===== src/rtl/dacomb_pkg.sv =====
package dacomb_pkg;

   function automatic int tree_levels(input int n);
      int lv;
      lv = 0;
      while ((1 << lv) < n) lv++;
      return lv;
   endfunction

   function automatic bit is_pow2(input int n);
      return (n >= 2) && ((n & (n - 1)) == 0);
   endfunction

endpackage


===== src/rtl/dacomb_tree.sv =====
module dacomb_tree #(
   parameter int  LEAVES  = 4,
   parameter int  IN_W    = 18,
   parameter bit  FIRST_CIN = 1'b0,
   localparam int LV      = dacomb_pkg::tree_levels(LEAVES),
   localparam int TW      = IN_W + LV
) (
   input  logic [LEAVES*IN_W-1:0] leaf_flat,
   output logic signed [TW-1:0]   total
);

   localparam logic signed [TW-1:0] CIN_ONE = FIRST_CIN ? TW'(1) : '0;

   if (!dacomb_pkg::is_pow2(LEAVES)) begin : g_bad_leaves
      $error("dacomb_tree: LEAVES must be a power of two, at least 2");
   end
   if (IN_W < 2) begin : g_bad_width
      $error("dacomb_tree: IN_W must be at least 2");
   end

   for (genvar l = 0; l <= LV; l++) begin : g_lvl
      localparam int CNT = LEAVES >> l;
      logic signed [TW-1:0] node [CNT];
      if (l == 0) begin : g_leaf
         for (genvar i = 0; i < CNT; i++) begin : g_ext
            assign node[i] = {{LV{leaf_flat[i*IN_W+IN_W-1]}}, leaf_flat[i*IN_W +: IN_W]};
         end
      end else begin : g_add
         for (genvar i = 0; i < CNT; i++) begin : g_pair
            if (l == 1) begin : g_first
               assign node[i] = g_lvl[l-1].node[2*i] + g_lvl[l-1].node[2*i+1] + CIN_ONE;
            end else begin : g_upper
               assign node[i] = g_lvl[l-1].node[2*i] + g_lvl[l-1].node[2*i+1];
            end
         end
      end
   end

   assign total = g_lvl[LV].node[0];

endmodule


===== src/rtl/dacomb_merge.sv =====
module dacomb_merge #(
   parameter int  TW    = 20,
   localparam int RES_W = TW + 2
) (
   input  logic signed [TW-1:0]    sum_tot,
   input  logic signed [TW-1:0]    car_tot,
   output logic signed [RES_W-1:0] sum_ext,
   output logic signed [RES_W-1:0] car_dbl,
   output logic signed [RES_W-1:0] merged
);

   always_comb begin
      sum_ext = {{2{sum_tot[TW-1]}}, sum_tot};
      car_dbl = {car_tot[TW-1], car_tot, 1'b0};
      merged  = sum_ext + car_dbl;
   end

endmodule


===== src/rtl/dacomb_top.sv =====
module dacomb_top #(
   parameter int  UNITS    = 4,
   parameter int  WORD_W   = 18,
   parameter bit  TREE_REG = 1'b0,
   localparam int LVLS     = dacomb_pkg::tree_levels(UNITS),
   localparam int OUT_W    = WORD_W + LVLS + 2
) (
   input  logic                    clk,
   input  logic                    rst_n,
   input  logic [UNITS*WORD_W-1:0] sum_words,
   input  logic [UNITS*WORD_W-1:0] carry_words,
   input  logic [UNITS-1:0]        unit_done,
   output logic signed [OUT_W-1:0] filt_out,
   output logic                    out_valid
);

   localparam int TW = WORD_W + LVLS;

   logic signed [TW-1:0]    s_tot, c_tot, s_use, c_use;
   logic signed [OUT_W-1:0] sum_ext, car_dbl, merged;
   logic                    all_done, ready_use;

   assign all_done = &unit_done;

   // two independent trees, sign-extended leaves
   dacomb_tree #(.LEAVES(UNITS), .IN_W(WORD_W), .FIRST_CIN(1'b0)) u_sum_tree (
      .leaf_flat (sum_words),
      .total     (s_tot)
   );

   // UNITS/2 carry-ins at doubled weight give UNITS corrections
   dacomb_tree #(.LEAVES(UNITS), .IN_W(WORD_W), .FIRST_CIN(1'b1)) u_car_tree (
      .leaf_flat (carry_words),
      .total     (c_tot)
   );

   if (TREE_REG) begin : g_pipe
      always_ff @(posedge clk or negedge rst_n) begin
         if (!rst_n) begin
            s_use     <= '0;
            c_use     <= '0;
            ready_use <= 1'b0;
         end else begin
            s_use     <= s_tot;
            c_use     <= c_tot;
            ready_use <= all_done;
         end
      end
   end else begin : g_flow
      assign s_use     = s_tot;
      assign c_use     = c_tot;
      assign ready_use = all_done;
   end

   // carry total at twice the weight
   dacomb_merge #(.TW(TW)) u_merge (
      .sum_tot (s_use),
      .car_tot (c_use),
      .sum_ext (sum_ext),
      .car_dbl (car_dbl),
      .merged  (merged)
   );


   always_ff @(posedge clk or negedge rst_n) begin
      if (!rst_n) begin
         filt_out  <= '0;
         out_valid <= 1'b0;
      end else begin
         out_valid <= ready_use;
         if (ready_use) filt_out <= merged;
      end
   end

   p_no_overflow_r2: assert property (@(posedge clk) disable iff (!rst_n)
      (sum_ext[OUT_W-1] == car_dbl[OUT_W-1]) |-> (merged[OUT_W-1] == sum_ext[OUT_W-1]))
      else $error("final add overflowed");

   if (!TREE_REG) begin : g_chk_flow
      p_valid_after_done_r4: assert property (@(posedge clk) disable iff (!rst_n)
         (&unit_done) |=> out_valid)
         else $error("valid missing after all done");
      p_no_valid_partial_r5: assert property (@(posedge clk) disable iff (!rst_n)
         !(&unit_done) |=> !out_valid)
         else $error("valid without all done");
      p_hold_partial_r5: assert property (@(posedge clk) disable iff (!rst_n)
         !(&unit_done) |=> $stable(filt_out))
         else $error("output moved without all done");
   end else begin : g_chk_pipe
      p_valid_after_done_r4: assert property (@(posedge clk) disable iff (!rst_n)
         ready_use |=> out_valid)
         else $error("valid missing after staged done");
      p_hold_partial_r5: assert property (@(posedge clk) disable iff (!rst_n)
         !ready_use |=> ($stable(filt_out) && !out_valid))
         else $error("output moved without staged done");
   end

endmodule


===== config.mk =====
export PLATFORM = sky130hd
export DESIGN_NAME = dacomb_top
export DESIGN_NICKNAME = d
export VERILOG_FILES = /design/src/rtl/dacomb_pkg.sv /design/src/rtl/dacomb_tree.sv /design/src/rtl/dacomb_merge.sv /design/src/rtl/dacomb_top.sv
export SDC_FILE = /design/constraint.sdc
export NUM_CORES = 1
export LEC_CHECK = 0
export BUFFER_PORTS_ARGS = -buffer_cell sky130_fd_sc_hd__buf_2
export CAP_MARGIN = 20
export CORE_MARGIN = 2
export CORE_UTILIZATION = 54
export CTS_CLUSTER_DIAMETER = 30
export CTS_CLUSTER_SIZE = 8
export DETAILED_ROUTE_END_ITERATION = 6
export HOLD_SLACK_MARGIN = 0.03
export PLACE_DENSITY = 0.92
export SLEW_MARGIN = 20
export SYNTH_ARGS = -nofsm -noshare
export SYNTH_HDL_FRONTEND = slang
export SYNTH_SLANG_ARGS = --single-unit

===== constraint.sdc =====
create_clock -name clk -period 1.01 [get_ports clk]
set_input_delay 0.101 -clock clk [delete_from_list [all_inputs] [get_ports clk]]
set_output_delay 0.101 -clock clk [all_outputs]
set_load 0.01 [all_outputs]

==> impl_metrics.py <==
metrics = {
    "yosys": {
        "synth_area_um2": 5877,
        "synth.avg_cell_area_um2": 8.745,
        "postSynth.asyncResetShare_pct": 100.0,
        "synth_edf_count": 0,
        "synth_cells": 672,
        "synth_top_area_share_pct": 20.44,
        "yosysMostFrequentCell": "ha_1",
        "yosys.area.top_type": "fa_1",
        "yosys-top-cells-area": "fa_1, ha_1, dfrtp_1, a21oi_1, xnor2_1",
        "synth_flop_cell": "dfrtp_1",
        "synth_nets": 975,
        "ys_types": 62,
        "synth_seq_cells": 23,
        "yosys_warnings": 0,
        "synthTopCellsByCount": "ha_1, fa_1, a21oi_1, inv_1, nand2_1",
        "synth-seq-area-share_pct": 9.793,
    },
    "setup_path": {
        "reg2regPathDepth": 2,
        "worst-path-max-fanout": 5,
        "rr_startpoint": "filt_out[19]",
        "ff2ff_setup_slack_ns": 0.08,
        "end_kind": "register",
        "cp.arrival_ns": 6.24,
        "crit_type": "input port to register",
        "r2r-end": "filt_out[19]",
        "startpoint_type": "input port",
        "critPathRequiredTime_ns": 1.15,
    },
    "die": {
        "core_area_um2": 10750,
        "die_w_um": 108.3,
        "rows": 38,
        "die_h_um": 108.3,
        "initial_utilization_pct": 54.69,
        "fp.dieArea_um2": 11730,
        "ioPinCount": 173,
    },
    "sta": {
        "maxSlewViolCount": 0,
        "worst_slack_ns": -5.087,
        "post-route-period-util_pct": 603.6,
        "max_freq_mhz": 164.0,
        "finClkSkew_ns": 0,
        "post-route-min-period_ns": 6.097,
        "slew_headroom_pct": 50.69,
        "worst_pin_slew_ns": 0.7210,
        "setup_viol": 21,
        "rsz0062_at_grt": "yes",
        "hold_viol": 0,
    },
    "routing": {
        "dr_total_vias": 8274,
        "viasPerCell": 6.953,
        "ant_nets": 0,
        "dr.first_iter.drc_count": 1144,
        "wl_mm": 30.80,
        "drc": 45,
        "dr.pass1.iters": 7,
        "wl_per_cell_um": 25.88,
    },
    "place": {
        "dp_hpwl_mm": 14.97,
        "place_congestion": 0.9281,
        "dp_slack_ns": -4.534,
        "io_buffers": 172,
        "dp.cells": 1148,
    },
    "cells_and_area": {
        "fillers": 361,
        "drive_gt1_share_pct": 54.06,
        "postLayoutCoreUtil_pct": 92.29,
        "fin_nets": 1351,
        "areaGrowthSynthToFinish_pct": 68.75,
        "layout.cells.non_filler": 1190,
    },
    "clock_tree": {
        "cts_tree": "built",
        "numClockSinks": 23,
        "cts.path.max_buffers": 2,
        "root_buffer": "clkbuf_8",
        "cts_max_level": 1,
        "numCtsBuffers": 3,
        "insertion_delay_ns": 0.26,
        "cts.clk_slew.worst_paths_ns": 0.08,
    },
    "worst_hold_path": {
        "hold_path_class": "input port to register",
        "hold_end": "filt_out[0]",
        "min-delay-start": "sum_words[54]",
        "hold_depth": 4,
    },
    "global_route": {
        "track_usage_pct": 34.75,
        "grt_pass1_vias": 7180,
        "antenna_found_initial": 3,
        "grt_pass1_wl_mm": 32.55,
        "grt_start_max_net_pins": 25,
        "grt_overflow": 0,
    },
    "run_status": {
        "status": "finished with violations",
        "violations": "design-rule violations, negative setup slack",
    },
    "job": {
        "drv_cap": 0,
    },
}
worst max-delay path, stage by stage:
cell and delay, ns:
buf_2 0.10, ha_1 0.33, o21ai_0 0.52, o21ai_2 0.18
a311oi_2 0.34, o31ai_1 0.12, a21oi_1 0.20, xnor2_1 0.15
ha_1 0.29, ha_4 0.29, and3_1 0.20, and3_1 0.20
a22oi_2 0.22, buf_4 0.17, o21ai_4 0.07, nor2_1 0.52
fa_1 0.59, ha_4 0.30, o21ai_2 0.28, buf_4 0.19
o211ai_1 0.13, a31oi_1 0.18, o21ai_1 0.17, xnor2_1 0.28
o21ai_1 0.10
layout by cell type, fill, tap and decap left out, types with 10 or more instances in the layout:
master   count
fa_1        52
a21oi_1     33
nor2_1      27
inv_2       10
xnor2_2     12
a21oi_4     10
dfrtp_1     23
nor2_2      10
a21oi_2     17
xnor2_1     20
xor2_1      12
buf_2      167
nand4_1     10
buf_4      174
ha_1        65
a21o_1      17
nor3_1      10
o21ai_1     19
inv_1       48
nand2_1     46
o21ai_2     12
ha_4        27
buf_6       37
worst max path at each step:
stage | cells past startpoint | start | slack, ns | end
6_report | 25 | carry_words[39] | -5.09 | filt_out[21]
5_1_grt | 27 | carry_words[6] | -5.44 | filt_out[21]
4_1_cts | 25 | carry_words[18] | -4.07 | filt_out[21]
3_5_place_dp | 25 | carry_words[36] | -4.53 | filt_out[21]
3_3_place_gp | 25 | carry_words[0] | -4.37 | filt_out[21]
2_1_floorplan | 25 | carry_words[0] | -4.15 | filt_out[21]
cell families (layout without fill, tap and decap cells):
logic type	after synthesis	after routing	share of synthesized area (%)
AO/OA/AOI/OAI	214	214	24.59
XOR/XNOR	50	50	7.452
adder cells (fa/ha/maj)	153	153	40.24
buffers and inverters	70	445	4.513
flip-flops	23	23	9.793
multiplexers	1	1	0.1703
other	0	3	0
AND/OR/NAND/NOR	161	161	13.24
stage by stage:
step	setup TNS (ns)	hold WS [ns]	area (um^2)
2_1_floorplan	-62.48	-0.1946	6153
3_3_place_gp	-70.43	0.07941	8442
3_5_place_dp	-73.40	0.08847	8442
4_1_cts	-68.63	0.2070	9044
5_1_grt	-79.18	0.2355	9917
6_report	-76.36	0.2045	9917
metal layers:
metal | share of wire, % | routed length (um) | GRT usage, %
met5 | 0.11 | 34 | 0
met4 | 11 | 3348 | 18.04
met3 | 13 | 3898 | 3.617
met2 | 44 | 13650 | 66.80
met1 | 32 | 9870 | 37.17
flip-flops by register name, indices dropped and copies added (netlist names):
register	count
filt_out	22
out_valid	1
area by class of cell:
class	count	area [um^2]	area share (%)
inverter	60	227.7	2.296
antenna	3	7.507	0.07570
timing repair buffer	381	2604	26.26
clock buffer	4	45.04	0.4542
tap	140	175.2	1.766
multi-input combinational	579	6282	63.35
sequential	23	575.6	5.804
repair_timing:
action                                  4_1_cts  5_1_grt
pin swaps                                    54      110
setup buffers                                26       23
endpoints found under the hold margin        23        0
cloned                                        0        0
endpoints found under the setup margin       21       21
resized for setup                            87      154
hold buffers                                  1        0
Power is not shown: default switching activity piles up to over one toggle a cycle in this logic, so the estimate is an artifact.
